**src/rtl/tdm_strobe_pkg.sv**
```systemverilog
package tdm_strobe_pkg;

    parameter int CH_COUNT     = 32;
    parameter int BITS_PER_CH  = 8;
    parameter int CLKS_PER_BIT = 2;

    localparam int CLKS_PER_CH = BITS_PER_CH * CLKS_PER_BIT;
    localparam int HALF_LEN    = CLKS_PER_CH / 2;
    localparam int ADDR_W      = $clog2(CH_COUNT);
    localparam int PH_W        = $clog2(CLKS_PER_CH);
    localparam int OFF_W       = $clog2(HALF_LEN);
    localparam int RD_LAST     = HALF_LEN / 2 - 1;
    localparam int WR_FIRST    = HALF_LEN / 2 + 1;

    typedef struct packed {
        logic [ADDR_W-1:0] chan;
        logic [PH_W-1:0]   phase;
    } slot_pos_t;

    typedef struct packed {
        logic stb;
        logic dly;
        logic rd;
        logic wr;
    } bus_ctl_t;

    function automatic logic off_in(input logic [OFF_W-1:0] off,
                                    input int lo, input int hi);
        return (int'(off) >= lo) && (int'(off) <= hi);
    endfunction

endpackage

```
**src/rtl/tdm_slot_counter.sv**
```systemverilog
module tdm_slot_counter
    import tdm_strobe_pkg::*;
(
    input  logic      clk,
    input  logic      rst,
    input  logic      frame_n,
    output slot_pos_t pos
);

    localparam logic [PH_W-1:0]   PH_LAST = PH_W'(CLKS_PER_CH - 1);
    localparam logic [ADDR_W-1:0] CH_LAST = ADDR_W'(CH_COUNT - 1);

    slot_pos_t pos_nxt;

    always_comb begin
        pos_nxt = pos;
        if (!frame_n) begin
            pos_nxt = '0;
        end else if (pos.phase == PH_LAST) begin
            pos_nxt.phase = '0;
            pos_nxt.chan  = (pos.chan == CH_LAST) ? '0 : pos.chan + 1'b1;
        end else begin
            pos_nxt.phase = pos.phase + 1'b1;
        end
    end

    always_ff @(posedge clk) begin
        if (rst) pos <= '0;
        else     pos <= pos_nxt;
    end

endmodule

```
**src/rtl/tdm_window_decode.sv**
```systemverilog
module tdm_window_decode
    import tdm_strobe_pkg::*;
(
    input  slot_pos_t pos,
    output bus_ctl_t  ctl
);

    logic             hsel;
    logic [OFF_W-1:0] off;
    logic [1:0]       win_h, rd_h, wr_h;

    assign hsel = pos.phase[PH_W-1];
    assign off  = pos.phase[OFF_W-1:0];

    for (genvar g = 0; g < 2; g++) begin : g_half
        logic here;
        assign here    = (hsel == 1'(g));
        assign win_h[g] = here && off_in(off, 1, HALF_LEN - 1);
        assign rd_h[g]  = here && off_in(off, 1, RD_LAST);
        assign wr_h[g]  = here && off_in(off, WR_FIRST, HALF_LEN - 1);
    end

    always_comb begin
        ctl.stb = win_h[0];
        ctl.dly = win_h[1];
        ctl.rd  = |rd_h;
        ctl.wr  = |wr_h;
    end

endmodule

```
**src/rtl/tdm_bus_drive.sv**
```systemverilog
module tdm_bus_drive
    import tdm_strobe_pkg::*;
(
    input  logic              mode_en,
    input  slot_pos_t         pos,
    input  bus_ctl_t          ctl,
    output logic [ADDR_W-1:0] addr,
    output logic              stb_n,
    output logic              dly_n,
    output logic              rd_n,
    output logic              wr_n
);

    always_comb begin
        addr  = mode_en ? pos.chan : '0;
        stb_n = !(mode_en && ctl.stb);
        dly_n = !(mode_en && ctl.dly);
        rd_n  = !(mode_en && ctl.rd);
        wr_n  = !(mode_en && ctl.wr);
    end

endmodule

```
**src/rtl/tdm_strobe_gen.sv**
```systemverilog
module tdm_strobe_gen
    import tdm_strobe_pkg::*;
(
    input  logic              clk,
    input  logic              rst,
    input  logic              ctrl_mode_en,
    input  logic              frame_n,
    output logic [ADDR_W-1:0] chan_addr,
    output logic              chan_stb_n,
    output logic              dly_cs_n,
    output logic              oe_n,
    output logic              we_n
);

    slot_pos_t pos;
    bus_ctl_t  ctl;

    tdm_slot_counter u_cnt (
        .clk     (clk),
        .rst     (rst),
        .frame_n (frame_n),
        .pos     (pos)
    );

    tdm_window_decode u_dec (
        .pos (pos),
        .ctl (ctl)
    );

    tdm_bus_drive u_drv (
        .mode_en (ctrl_mode_en),
        .pos     (pos),
        .ctl     (ctl),
        .addr    (chan_addr),
        .stb_n   (chan_stb_n),
        .dly_n   (dly_cs_n),
        .rd_n    (oe_n),
        .wr_n    (we_n)
    );

endmodule

```
**config.mk**
```make
export PLATFORM = sky130hd
export DESIGN_NAME = tdm_strobe_gen
export DESIGN_NICKNAME = d
export VERILOG_FILES = /design/src/rtl/tdm_strobe_pkg.sv /design/src/rtl/tdm_slot_counter.sv /design/src/rtl/tdm_window_decode.sv /design/src/rtl/tdm_bus_drive.sv /design/src/rtl/tdm_strobe_gen.sv
export SDC_FILE = /design/constraint.sdc
export NUM_CORES = 1
export LEC_CHECK = 0
export ABC_AREA = 1
export ABC_CLOCK_PERIOD_IN_PS = 1280
export BUFFER_PORTS_ARGS = -buffer_cell sky130_fd_sc_hd__buf_2
export CAP_MARGIN = 30
export CORE_AREA = 3 3 40 42
export CTS_CLUSTER_DIAMETER = 60
export DETAILED_ROUTE_END_ITERATION = 12
export DIE_AREA = 0 0 43 45
export PLACE_DENSITY_LB_ADDON = 0.25
export SLEW_MARGIN = 20
export SYNTH_ARGS = -nofsm -noshare
export SYNTH_HDL_FRONTEND = slang
export SYNTH_SLANG_ARGS = --single-unit
```
**constraint.sdc**
```tcl
create_clock -name clk -period 1.28 [get_ports clk]
set_input_delay 0.064 -clock clk [delete_from_list [all_inputs] [get_ports clk]]
set_output_delay 0.064 -clock clk [all_outputs]
set_load 0.1 [all_outputs]
```
==> summary.md, run 1 <==
| Metric | Value |
|---|---|
| Run status | complete, but fails checks |
| Failing checks | setup timing |
| Launch instance of the worst min-delay path | rst |
| Synthesized net count | 87 |
| Antenna Diode Count | 0 |
| Worst-case headroom to the max-slew limit | 68.0% |
| Combinational family with the most area after synthesis | simple AND/OR/NAND/NOR gates |
| Post-synthesis cell type count | 13 |
| R2R setup slack | 80 ps |
| Antenna Nets Post-Route | 0 |
| Initial core utilization | 40.1% |
| R2r worst-path depth | 7 |
| Commonest cells in the synthesized netlist | sky130_fd_sc_hd__nand2_1 (24), sky130_fd_sc_hd__inv_1 (15), sky130_fd_sc_hd__nor2_1 (10) |
| Top achievable clock speed | 0.674 GHz |
| Layout cells sized above 1 | 46.1% |
| Y dimension of the die | 45 um |
| Worst Hold Endpoint | u_cnt.pos[1] |
| Vias per Instance | 4.61 |
| Number of cells produced by synthesis | 78 |
| Number of ports placed on the die boundary | 13 |
| Routed length on met2 | between 600 and 700 um |
| Number of buffer and inverter instances along the worst setup path | 3 |
| GR Util All Layers | 14.5% |
| Nets@finish | about 110 |
| Top post-synthesis cells by area | sky130_fd_sc_hd__dfxtp_1 (35%), sky130_fd_sc_hd__nand2_1 (17%), sky130_fd_sc_hd__ha_1 (12%), sky130_fd_sc_hd__inv_1 (11%), sky130_fd_sc_hd__nor2_1 (7.3%) |
| Compound-Gate Fraction of Synth Area | 6.31% |
| Kind of end point of the critical path | output port |
| Worst vdd ir | approximately 0.53 mV |
| Slew at the pin closest to its max-slew limit | 483 ps |
| Warnings from Yosys | 0 |
| Number of flip-flops and latches in the synthesized netlist | 9 |
| Die area | 1940 um^2 |
| Family with the most delay on the worst path | flip-flops |
| Period utilization | 116% |
| Count of unresolved DRC violations after routing | 0 |
| Setup clock skew after layout | 0.259 ps |
| Metal-1 WL | approximately 550 um |
| Cells along the critical path | inv_2 -> ha_4 -> inv_2 -> nand2_2 -> o21a_4 -> nand2_4 -> buf_12 |
| Cell type with the largest total area after synthesis | sky130_fd_sc_hd__dfxtp_1 |
| Total vias in the final route | 539 |
| Highest metal layer used by the detailed router | met4 |
| Max Fanout on Critical Path | 3 |
| Required time worst endpoint | 1220 ps |
| Standard cell core area | 1280 um^2 |
| Violation count after the first detailed-routing iteration | 13 |
| Post-synth top area share | 35.0% |
| Post-synthesis share of cell area spent on xor and xnor gates | 1.70% |
| Count of flip-flops with a built-in enable after synthesis | 0 |
| Total non-filler cell area in the finished layout | 920 um^2 |
| Reported max-cap violation count | 0 |
| Slowest-stage cell, CP | sky130_fd_sc_hd__dfxtp_4 |
| Die width | 43 um |
| Post-cts hold buffer count | 0 |
| Crit path launch type | flip-flop |
| Number of buffers added by the clock tree synthesis step | 3 |
| RR Startpoint | u_cnt.pos[0] |
| Register name with the most flops | u_cnt.pos |
| Post-Synth Simple-Gate Area | 33.0% |
| Final HPWL from detailed placement | 888 um |
| Number of sinks driven by the clock tree | 9 |
| HP Class | in2reg |
| Post-route worst hold slack | 151 ps |
| Crit path setup slack, layout | -203 ps |
| Number of cells traversed by the worst hold path | 4 |
| Clock tree from TritonCTS | yes |
| Number of max-slew violations in the final report | 0 |
| Largest registers | u_cnt.pos: 9 flops |
| Cell count after placement | 111 |
| Layout overhead on the synthesized area | 78.4% |
| Clock latency on the worst-skew pair | 260 ps |
| Maximum number of pins on one net before global-route repair | 8 |
| Global placement routability congestion | 0.774 |
| Portion of netlist area occupied by mux cells | 0% |
| Maximum level of the CTS H-tree | 1 |
| Wire length of the first global-routing pass | 2.03 mm |
| Number of buffers between clock root and the deepest sink | 2 |
| Setup repair after global routing missed its margin | yes |
| Cell Pwr Density | 705 nW/um^2 |
| Capture instance of the worst register-to-register path | u_cnt.pos[7] |
| Standard-cell rows | 13 |
| Total of endpoints with negative setup slack in the final report | 4 |
| Avg WL per Cell | 11.5 um |
| Cell with the most instances after synthesis | sky130_fd_sc_hd__nand2_1 |
| Final count of hold timing violations | 0 |
| Number of antenna violations at the first check in global routing | 0 |
| Sequential-to-total area share from yosys stat | 35.0% |
| Syn_area_per_cell | 6.61 um^2 |
| Post-route insts no fill | approximately 120 |
| Post-synth design cell area | 515 um^2 |
| Synth Flop Type | sky130_fd_sc_hd__dfxtp_1 |
| Post-synthesis adder-cell area fraction | approximately 12% |
| Routed wl met3 | approximately 89 um |
| Clock root cell | sky130_fd_sc_hd__clkbuf_4 |
| Number of flip-flops in the largest register | 9 |
| Number of port buffers | 12 |
| CP Class | reg2out |
| Final period demand of the worst path | ~1500 ps |
| Number of detailed-routing iterations run before antenna repair | 4 |
| Crit path largest cell delay | about 360 ps |
| Most common cell on crit path | sky130_fd_sc_hd__inv_2 |
| Global route total overflow | 0 |
| CP Data Arrival Time | 1420 ps |
| Async set-reset flop share out of synthesis | 0% |
| Leak Pwr | 0.428 nW |
| Routed Wire Length | 1.34 mm |
| Clock input transition at the sequential cells of the worst setup and hold paths | 60 ps |
| Setup Total Neg Slack | -640 ps |
| Total cell area at the placement stage | 747 um^2 |
| Vias in the first global route | 469 |
[metrics by stage]
step / setup WS (ps) / utilization (%) / power (mW)
floorplan: -97.0 / - / 0.357
global placement: -32.0 / 58.1 / 0.395
detailed placement: -75.5 / 58.1 / 0.398
CTS: -198 / 67.5 / 0.647
global route: -240 / 71.6 / 0.681
finish: -203 / 71.6 / 0.648
[metal layers]
layer | GRT usage [%] | vias to the layer above
li1 | - | 284
met1 | 15.6 | 229
met2 | 26.3 | 22
met3 | 3.59 | 4
met4 | 7.23 | 0
met5 | 0 | -
[placed cells by master (no fill, tap or decap), types with 2 or more instances in the layout]
cell                       count
sky130_fd_sc_hd__dfxtp_2       2
sky130_fd_sc_hd__dfxtp_4       2
sky130_fd_sc_hd__nand2_4       4
sky130_fd_sc_hd__inv_2         2
sky130_fd_sc_hd__nand2_1      18
sky130_fd_sc_hd__buf_12        6
sky130_fd_sc_hd__nand2_2       3
sky130_fd_sc_hd__buf_6         2
sky130_fd_sc_hd__ha_4          4
sky130_fd_sc_hd__nand3_4       2
sky130_fd_sc_hd__nand3_1       3
sky130_fd_sc_hd__dfxtp_1       5
sky130_fd_sc_hd__inv_1        13
sky130_fd_sc_hd__a21oi_1       5
sky130_fd_sc_hd__buf_2         4
sky130_fd_sc_hd__clkbuf_4      5
sky130_fd_sc_hd__nor2_1        9
sky130_fd_sc_hd__buf_4         6
[layout make-up]
| class | instances | area, um^2 |
|---|---|---|
| well taps | 15 | 18.8 |
| multi-input cells | 53 | 399 |
| inverters | 16 | 62.6 |
| flip-flops and latches | 9 | 190 |
| repair buffers | 20 | 223 |
| clock buffers | 4 | 26.3 |
| fillers | 99 | 365 |
[kinds of logic after synthesis]
| logic type | count (synthesis) |
|---|---|
| simple gates | 41 |
| compound gates | 6 |
| xor+xnor | 1 |
| buf+inv | 16 |
| fa+ha+maj | 5 |
| flops | 9 |
[worst min-delay path, delay by kind of cell]
family	cells	cell delay, ps
buf+inv	1	70
simple gates	3	240
[report_power, final]
group          total [mW]  internal [mW]  switching, mW
sequential          0.286          0.281        0.00544
clock               0.224          0.120          0.103
combinational       0.138         0.0561         0.0818
total               0.648          0.457          0.191
[repair_timing]
item	CTS	global route
resized for setup	22	13
setup buffers	1	2
gates cloned	0	0
pin swaps	7	8
endpoints found under the setup margin	5	9
[worst max path at each step]
| stage | from | end | slack (ps) | cells after the start |
|---|---|---|---|---|
| after floorplan | u_cnt.pos[1] | chan_stb_n | -100 | 6 |
| after global placement | u_cnt.pos[0] | oe_n | -30 | 5 |
| after detailed placement | u_cnt.pos[0] | oe_n | -80 | 5 |
| after CTS | u_cnt.pos[0] | oe_n | -200 | 5 |
| after global routing | u_cnt.pos[1] | oe_n | -240 | 7 |
| final | u_cnt.pos[1] | oe_n | -200 | 7 |
No activity file was read; power rests on OpenSTA's default activity.
==> run 2, diff against run 1 <==
--- a/config.mk
+++ b/config.mk
@@ -6,8 +6,8 @@
 export NUM_CORES = 1
 export LEC_CHECK = 0
 export ABC_AREA = 1
-export ABC_CLOCK_PERIOD_IN_PS = 1280
-export BUFFER_PORTS_ARGS = -buffer_cell sky130_fd_sc_hd__buf_2
+export ABC_CLOCK_PERIOD_IN_PS = 1200
+export BUFFER_PORTS_ARGS = -buffer_cell sky130_fd_sc_hd__clkbuf_2
 export CAP_MARGIN = 30
 export CORE_AREA = 3 3 40 42
 export CTS_CLUSTER_DIAMETER = 60
==> constraint.sdc (replaced) <==
create_clock -name clk -period 1.2 [get_ports clk]
set_input_delay 0.06 -clock clk [delete_from_list [all_inputs] [get_ports clk]]
set_output_delay 0.06 -clock clk [all_outputs]
set_load 0.1 [all_outputs]
==> run 2 against run 1 <==
The flow still finishes with violations (setup timing). Routed wire length increased by 3.0%. Non-clock buffer count increased by 2. Clock skew about the same. Critical path type unchanged. Critical endpoint unchanged. Largest power group unchanged. Highest routed layer unchanged.
==> summary.md, run 2 (synthesis gave the netlist of run 1 again) <==
| Metric | Value |
|---|---|
| Number of buffers between clock root and the deepest sink | 2 |
| Number of detailed-routing iterations run before antenna repair | 5 |
| Vias per Instance | 4.87 |
| Clock input transition at the sequential cells of the worst setup and hold paths | about 60 ps |
| Final HPWL from detailed placement | 896 um |
| Total area of multi-input combinational cells | 447 um^2 |
| Failing checks | setup timing |
| Setup Total Neg Slack | -956 ps |
| Largest registers | u_cnt.pos: 9 flops |
| Global placement routability congestion | 0.767 |
| Register Area | 190 um^2 |
| Die area | 1940 um^2 |
| Top achievable clock speed | about 0.67 GHz |
| Setup clock skew after layout | between 0.7 and 0.8 ps |
| Initial core utilization | 40.1% |
| Clock root cell | sky130_fd_sc_hd__clkbuf_4 |
| Vias in the first global route | 553 |
| Post-route insts no fill | 119 |
| Antenna Nets Post-Route | 0 |
| Reported max-cap violation count | 0 |
| Total vias in the final route | 580 |
| Final period demand of the worst path | 1490 ps |
| Period utilization | 124% |
| Clock latency on the worst-skew pair | 260 ps |
| Overall Power | 0.690 mW |
| Routed Wire Length | around 1.4 mm |
| Most frequent cells in the layout | sky130_fd_sc_hd__nand2_1 (16), sky130_fd_sc_hd__inv_1 (12), sky130_fd_sc_hd__buf_12 (9), sky130_fd_sc_hd__nor2_1 (7), sky130_fd_sc_hd__buf_4 (6) |
| Standard cell core area | 1280 um^2 |
| Maximum level of the CTS H-tree | 1 |
| Number of antenna violations at the first check in global routing | 0 |
| Wire length of the first global-routing pass | approximately 2.3 mm |
| Total of endpoints with negative setup slack in the final report | 4 |
| Total cell area at the placement stage | between 800 and 900 um^2 |
| Number of buffers added by the clock tree synthesis step | 3 |
| Layout cells sized above 1 | 55.8% |
| CP Data Arrival Time | 1430 ps |
| Crit path setup slack, layout | -285 ps |
| Number of sinks driven by the clock tree | 9 |
| Required time worst endpoint | 1140 ps |
| Fill cell instance count of the final layout | 74 |
| Worst-case headroom to the max-slew limit | ~70% |
| Total non-filler cell area in the finished layout | 1030 um^2 |
| Slew at the pin closest to its max-slew limit | 459 ps |
| Layout overhead on the synthesized area | 101% |
| Number of flip-flops in the largest register | 9 |
| Kind of end point of the critical path | output port |
| R2r worst-path depth | 9 |
| Setup repair after global routing missed its margin | yes |
| Final count of hold timing violations | 0 |
| Number of port buffers | 12 |
| Y dimension of the die | 45 um |
| Cell Pwr Density | between 600 and 700 nW/um^2 |
| Maximum number of pins on one net before global-route repair | 8 |
| Cell count after placement | 114 |
| HP Class | in2reg |
| Crit path launch type | flip-flop |
| Launch instance of the worst min-delay path | rst |
| Antenna Diode Count | 0 |
| CP Class | reg2out |
| Nets@finish | 114 |
| Number of max-slew violations in the final report | 0 |
| Leak Pwr | 0.469 nW |
| Count of unresolved DRC violations after routing | 0 |
| RR Startpoint | u_cnt.pos[4] |
| Standard-cell rows | 13 |
| Most common library cell in the layout ignoring fill and taps | sky130_fd_sc_hd__nand2_1 |
| Run status | complete, but fails checks |
| Violation count after the first detailed-routing iteration | 2 |
| Worst vdd ir | 0.622 mV |
| GR Util All Layers | between 10% and 20% |
| Avg WL per Cell | 11.6 um |
| Post-cts hold buffer count | 0 |
| Number of ports placed on the die boundary | 13 |
| Final core occ | between 80 and 90% |
| Clock tree from TritonCTS | yes |
| Global route total overflow | 0 |
| Max Fanout on Critical Path | 4 |
| Die width | 43 um |
| Crit path from | u_cnt.pos[0] |
| Number of cells traversed by the worst hold path | 4 |
| Register name with the most flops | u_cnt.pos |
[run 2: worst paths after layout]
check | end | slack, ps
setup / recovery | oe_n | -290
hold / removal | u_cnt.pos[1] | 180
setup reg to reg | u_cnt.pos[7] | 50
hold reg to reg | u_cnt.pos[0] | 480
[run 2: report_power, final]
part,internal (mW),total (mW),switching [mW]
Clock,0.128,0.235,0.107
Combinational,0.0604,0.148,0.0881
Sequential,0.300,0.307,0.00669
Total,0.489,0.690,0.202
[run 2: critical path: stages, from the launching register on]
cell and delay [ps]:
sky130_fd_sc_hd__dfxtp_4 370, sky130_fd_sc_hd__ha_4 170, sky130_fd_sc_hd__ha_4 150, sky130_fd_sc_hd__or2_4 240, sky130_fd_sc_hd__nand2_4 70, sky130_fd_sc_hd__buf_12 160
[run 2: repair_timing]
action / 4_1_cts / 5_1_grt
pin swaps: 9 / 6
setup endpoints to repair: 6 / 7
gates cloned: 0 / 0
resized for setup: 30 / 19
buffers inserted: 1 / 0
hold endpoints to repair: 0 / 0
[run 2: layout make-up]
type | count | area share (%)
Multi-Input combinational cell | 53 | 43.2
Timing Repair Buffer | 22 | 27.6
Sequential cell | 9 | 18.4
Inverter | 16 | 6.53
Clock buffer | 4 | 2.54
Tap cell | 15 | 1.81
[run 2: stage by stage]
| stage | hold slack [ps] | setup WS, ps |
|---|---|---|
| 2_1_floorplan | 284 | -173 |
| 3_3_place_gp | 405 | -106 |
| 3_5_place_dp | 411 | -140 |
| 4_1_cts | 122 | -285 |
| 5_1_grt | 211 | -328 |
| 6_report | 175 | -285 |
[run 2: per-layer routing]
layer | vias to the layer above | routed length (um) | track usage [%]
li1 | 291 | - | -
met1 | 273 | 561 | 18.3
met2 | 11 | 737 | 28.7
met3 | 5 | 53 | 3.59
met4 | 0 | 31 | 9.04
met5 | - | 0 | 0
==> run 3, diff against run 2 <==
--- a/config.mk
+++ b/config.mk
@@ -17,4 +17,5 @@
 export SLEW_MARGIN = 20
 export SYNTH_ARGS = -nofsm -noshare
 export SYNTH_HDL_FRONTEND = slang
+export SYNTH_HIERARCHICAL = 1
 export SYNTH_SLANG_ARGS = --single-unit
==> run 3 against run 2 <==
The run still ends with setup timing left. Cell count fell by 2.5%. Setup slack gained 260 ps. Synthesized cell count unchanged. Clock-buffer cell count unchanged. Critical path type is now reg2reg. Sequential share of layout area up 3.6 points. Clock power hardly changed. Largest power group unchanged. Flip-flop and latch count stayed put. Fmax up 21%. Combinational power down 30%. Register-to-register slack got worse by 80 ps. Largest cell class unchanged. Power is 7.2% lower. Critical path depth grew 4.
==> summary.md, run 3 <==
| Metric | Value |
|---|---|
| Nets@finish | 109 |
| Post-synthesis adder-cell area fraction | about 7.3% |
| Die width | ~43 um |
| HP Class | in2reg |
| Slew at the pin closest to its max-slew limit | between 200 and 250 ps |
| Most frequent cells in the layout | sky130_fd_sc_hd__nand2_1 (21), sky130_fd_sc_hd__inv_1 (14), sky130_fd_sc_hd__buf_12 (9), sky130_fd_sc_hd__nor2_1 (8), sky130_fd_sc_hd__buf_4 (6) |
| Post-synth top area share | 35.0% |
| Antenna Nets Post-Route | 0 |
| Standard-cell rows | 13 |
| Portion of netlist area occupied by mux cells | 0% |
| Worst-case headroom to the max-slew limit | 85.5% |
| R2r worst-path depth | 9 |
| Number of buffers between clock root and the deepest sink | 2 |
| Syn_area_per_cell | 6.59 um^2 |
| Switching part of the total | 27.2% |
| Vias in the first global route | about 500 |
| Crit path launch type | flip-flop |
| Synthesized net count | between 80 and 90 |
| Number of buffers added by the clock tree synthesis step | 3 |
| Standard cell core area | 1280 um^2 |
| Commonest cells in the synthesized netlist | sky130_fd_sc_hd__nand2_1 (26), sky130_fd_sc_hd__inv_1 (14), sky130_fd_sc_hd__dfxtp_1 (9), sky130_fd_sc_hd__nor2_1 (9), sky130_fd_sc_hd__a21oi_1 (7) |
| Leak Pwr | 0.416 nW |
| Global placement routability congestion | between 0.8 and 0.9 |
| Switching power | 0.174 mW |
| Top post-synthesis cells by area | sky130_fd_sc_hd__dfxtp_1 (35%), sky130_fd_sc_hd__nand2_1 (19%), sky130_fd_sc_hd__inv_1 (10%), sky130_fd_sc_hd__ha_1 (7.3%), sky130_fd_sc_hd__a21oi_1 (6.8%) |
| Register name with the most flops | u_cnt/pos |
| Slowest-stage cell, CP | sky130_fd_sc_hd__dfxtp_4 |
| Kind of end point of the critical path | flip-flop |
| Post-route worst hold slack | 138 ps |
| Cell Pwr Density | approximately 740 nW/um^2 |
| Share of total power in sequential cells | 46.9% |
| Number of cells traversed by the worst hold path | 4 |
| Family with the most delay on the worst path | flip-flops |
| Die area | 1940 um^2 |
| Maximum level of the CTS H-tree | 1 |
| Top achievable clock speed | 0.813 GHz |
| Post-synthesis cell type count | 13 |
| Antenna Diode Count | 0 |
| Cell count after placement | 108 |
| Post-route insts no fill | 116 |
| Clock Power Share | 36.9% |
| Number of cells produced by synthesis | 78 |
| Failing checks | setup timing |
| Number of detailed-routing iterations run before antenna repair | 4 |
| Cell type with the largest total area after synthesis | sky130_fd_sc_hd__dfxtp_1 |
| Total of endpoints with negative setup slack in the final report | 6 |
| Required time worst endpoint | 1370 ps |
| Number of buffer and inverter instances along the worst setup path | 2 |
| CP Class | reg2reg |
| Total vias in the final route | approximately 550 |
| Maximum number of pins on one net before global-route repair | 10 |
| Total cell area at the placement stage | 754 um^2 |
| Overall Power | 0.640 mW |
| Count of flip-flops with a built-in enable after synthesis | 0 |
| Crit path largest cell delay | 360 ps |
| Count of unresolved DRC violations after routing | 0 |
| Layout cells sized above 1 | 41.6% |
| Avg WL per Cell | ~11 um |
| Max Fanout on Critical Path | 2 |
| Share of power burned in combinational logic | 16.2% |
| Warnings from Yosys | 6 |
| Clock tree from TritonCTS | yes |
| Number of flip-flops and latches in the synthesized netlist | 9 |
| Total non-filler cell area in the finished layout | roughly 870 um^2 |
| Clock latency on the worst-skew pair | 260 ps |
| Crit path setup slack, layout | -30.0 ps |
| Vias per Instance | approximately 4.7 |
| Initial core utilization | about two fifths |
| Async set-reset flop share out of synthesis | 0% |
| Worst vdd ir | 0.494 mV |
| Period utilization | 103% |
| Final period demand of the worst path | 1230 ps |
| Cell depth of the worst setup path | 9 |
| Compound-Gate Fraction of Synth Area | 6.81% |
| Cell with the most instances after synthesis | sky130_fd_sc_hd__nand2_1 |
| Sequential-to-total area share from yosys stat | between 30% and 40% |
| Routed Wire Length | 1.27 mm |
| Most common library cell in the layout ignoring fill and taps | sky130_fd_sc_hd__nand2_1 |
| Number of port buffers | 12 |
| Reported max-cap violation count | 0 |
| Number of flip-flops in the largest register | 9 |
| Y dimension of the die | around 45 um |
| Largest registers | u_cnt/pos: 9 flops |
| Post-Synth Simple-Gate Area | between 30% and 40% |
| Post-synth design cell area | between 500 and 600 um^2 |
| Setup clock skew after layout | 11.1 ps |
| Global route total overflow | 0 |
| Synth Flop Type | sky130_fd_sc_hd__dfxtp_1 |
| Layout overhead on the synthesized area | 69.1% |
| Post-synthesis share of cell area spent on xor and xnor gates | 1.70% |
| Combinational family with the most area after synthesis | simple AND/OR/NAND/NOR gates |
| Wire length of the first global-routing pass | around 2.1 mm |
| Violation count after the first detailed-routing iteration | 9 |
| Final count of hold timing violations | 0 |
| Number of antenna violations at the first check in global routing | 0 |
| Cells along the critical path | ha_4 -> nand2_4 -> nor2_4 -> ha_2 -> inv_1 -> nand3_1 -> nand2_1 -> nand2_1 -> inv_1 |
| Run status | complete, but fails checks |
| Final HPWL from detailed placement | 770 um |
| GR Util All Layers | 14.6% |
| Setup repair after global routing missed its margin | yes |
| Worst slack at placement | -21.9 ps |
| Number of max-slew violations in the final report | 0 |
| Clock root cell | sky130_fd_sc_hd__clkbuf_4 |
| Internal power consumption | 0.466 mW |
| Clock input transition at the sequential cells of the worst setup and hold paths | 70 ps |
| Number of ports placed on the die boundary | 13 |
| CP Data Arrival Time | 1400 ps |
| Number of sinks driven by the clock tree | 9 |
run 3: what timing repair did:
action	4_1_cts	5_1_grt
pin swaps	5	4
setup buffers	4	0
resized for setup	12	7
setup endpoints to repair	6	9
hold buffers	0	0
hold endpoints to repair	0	0
run 3: worst reg2reg max path, delay by kind of cell, from the launching register on:
family | cells | cell delay, ps
DFF | 1 | 360
buffers and inverters | 2 | 80
adders and majority gates | 2 | 320
and+or+nand+nor | 5 | 350
run 3: final cells by class:
| cell class | count | area, um^2 |
|---|---|---|
| Timing Repair Buffer | 20 | 263 |
| Inverter | 15 | 56.3 |
| Multi-Input combinational cell | 53 | 314 |
| Fill cell | 94 | 415 |
| Clock buffer | 4 | 26.3 |
| Sequential cell | 9 | 191 |
| Tap cell | 15 | 18.8 |
run 3: logic make-up (layout without fill, tap and decap cells):
| kind of cell | after synthesis | count (layout) |
|---|---|---|
| and+or+nand+nor | 42 | 42 |
| AOI/OAI and AO/OA | 7 | 7 |
| DFF | 9 | 9 |
| xor gates and xnor gates | 1 | 1 |
| adders and majority gates | 3 | 3 |
| buffers and inverters | 16 | 39 |
run 3: power groups by stage:
stage / Sequential, mW / Clock (mW) / Combinational, mW
2_1_floorplan: 0.313 / 0 / 0.0607
3_3_place_gp: 0.310 / 0 / 0.0913
3_5_place_dp: 0.311 / 0 / 0.0923
4_1_cts: 0.304 / 0.244 / 0.102
5_1_grt: 0.300 / 0.265 / 0.110
6_report: 0.300 / 0.236 / 0.104
run 3: worst paths after layout:
| kind | start | endpoint | slack [ps] |
|---|---|---|---|
| setup / recovery | u_cnt/pos[4] | u_cnt/pos[6] | -30 |
| hold / removal | rst | u_cnt/pos[4] | 140 |
| hold reg to reg | u_cnt/pos[8] | u_cnt/pos[8] | 500 |
| setup reg to reg | u_cnt/pos[4] | u_cnt/pos[6] | -30 |
run 3: per-layer routing:
| metal | share of wire [%] | track usage [%] | wire (um) | vias to the layer above |
|---|---|---|---|---|
| li1 | - | - | - | 284 |
| met1 | 40 | 15.4 | 502 | 240 |
| met2 | 52 | 26.9 | 656 | 23 |
| met3 | 7.6 | 2.39 | 96 | 2 |
| met4 | 1.1 | 9.04 | 14 | 0 |
| met5 | 0 | 0 | 0 | - |
run 3: stage by stage:
stage	TNS (ps)	util, %
finish	-127	67.7
global route	-718	67.7
CTS	-97.9	65.9
detailed placement	-42.5	58.7
global placement	0	58.7
floorplan	0	-
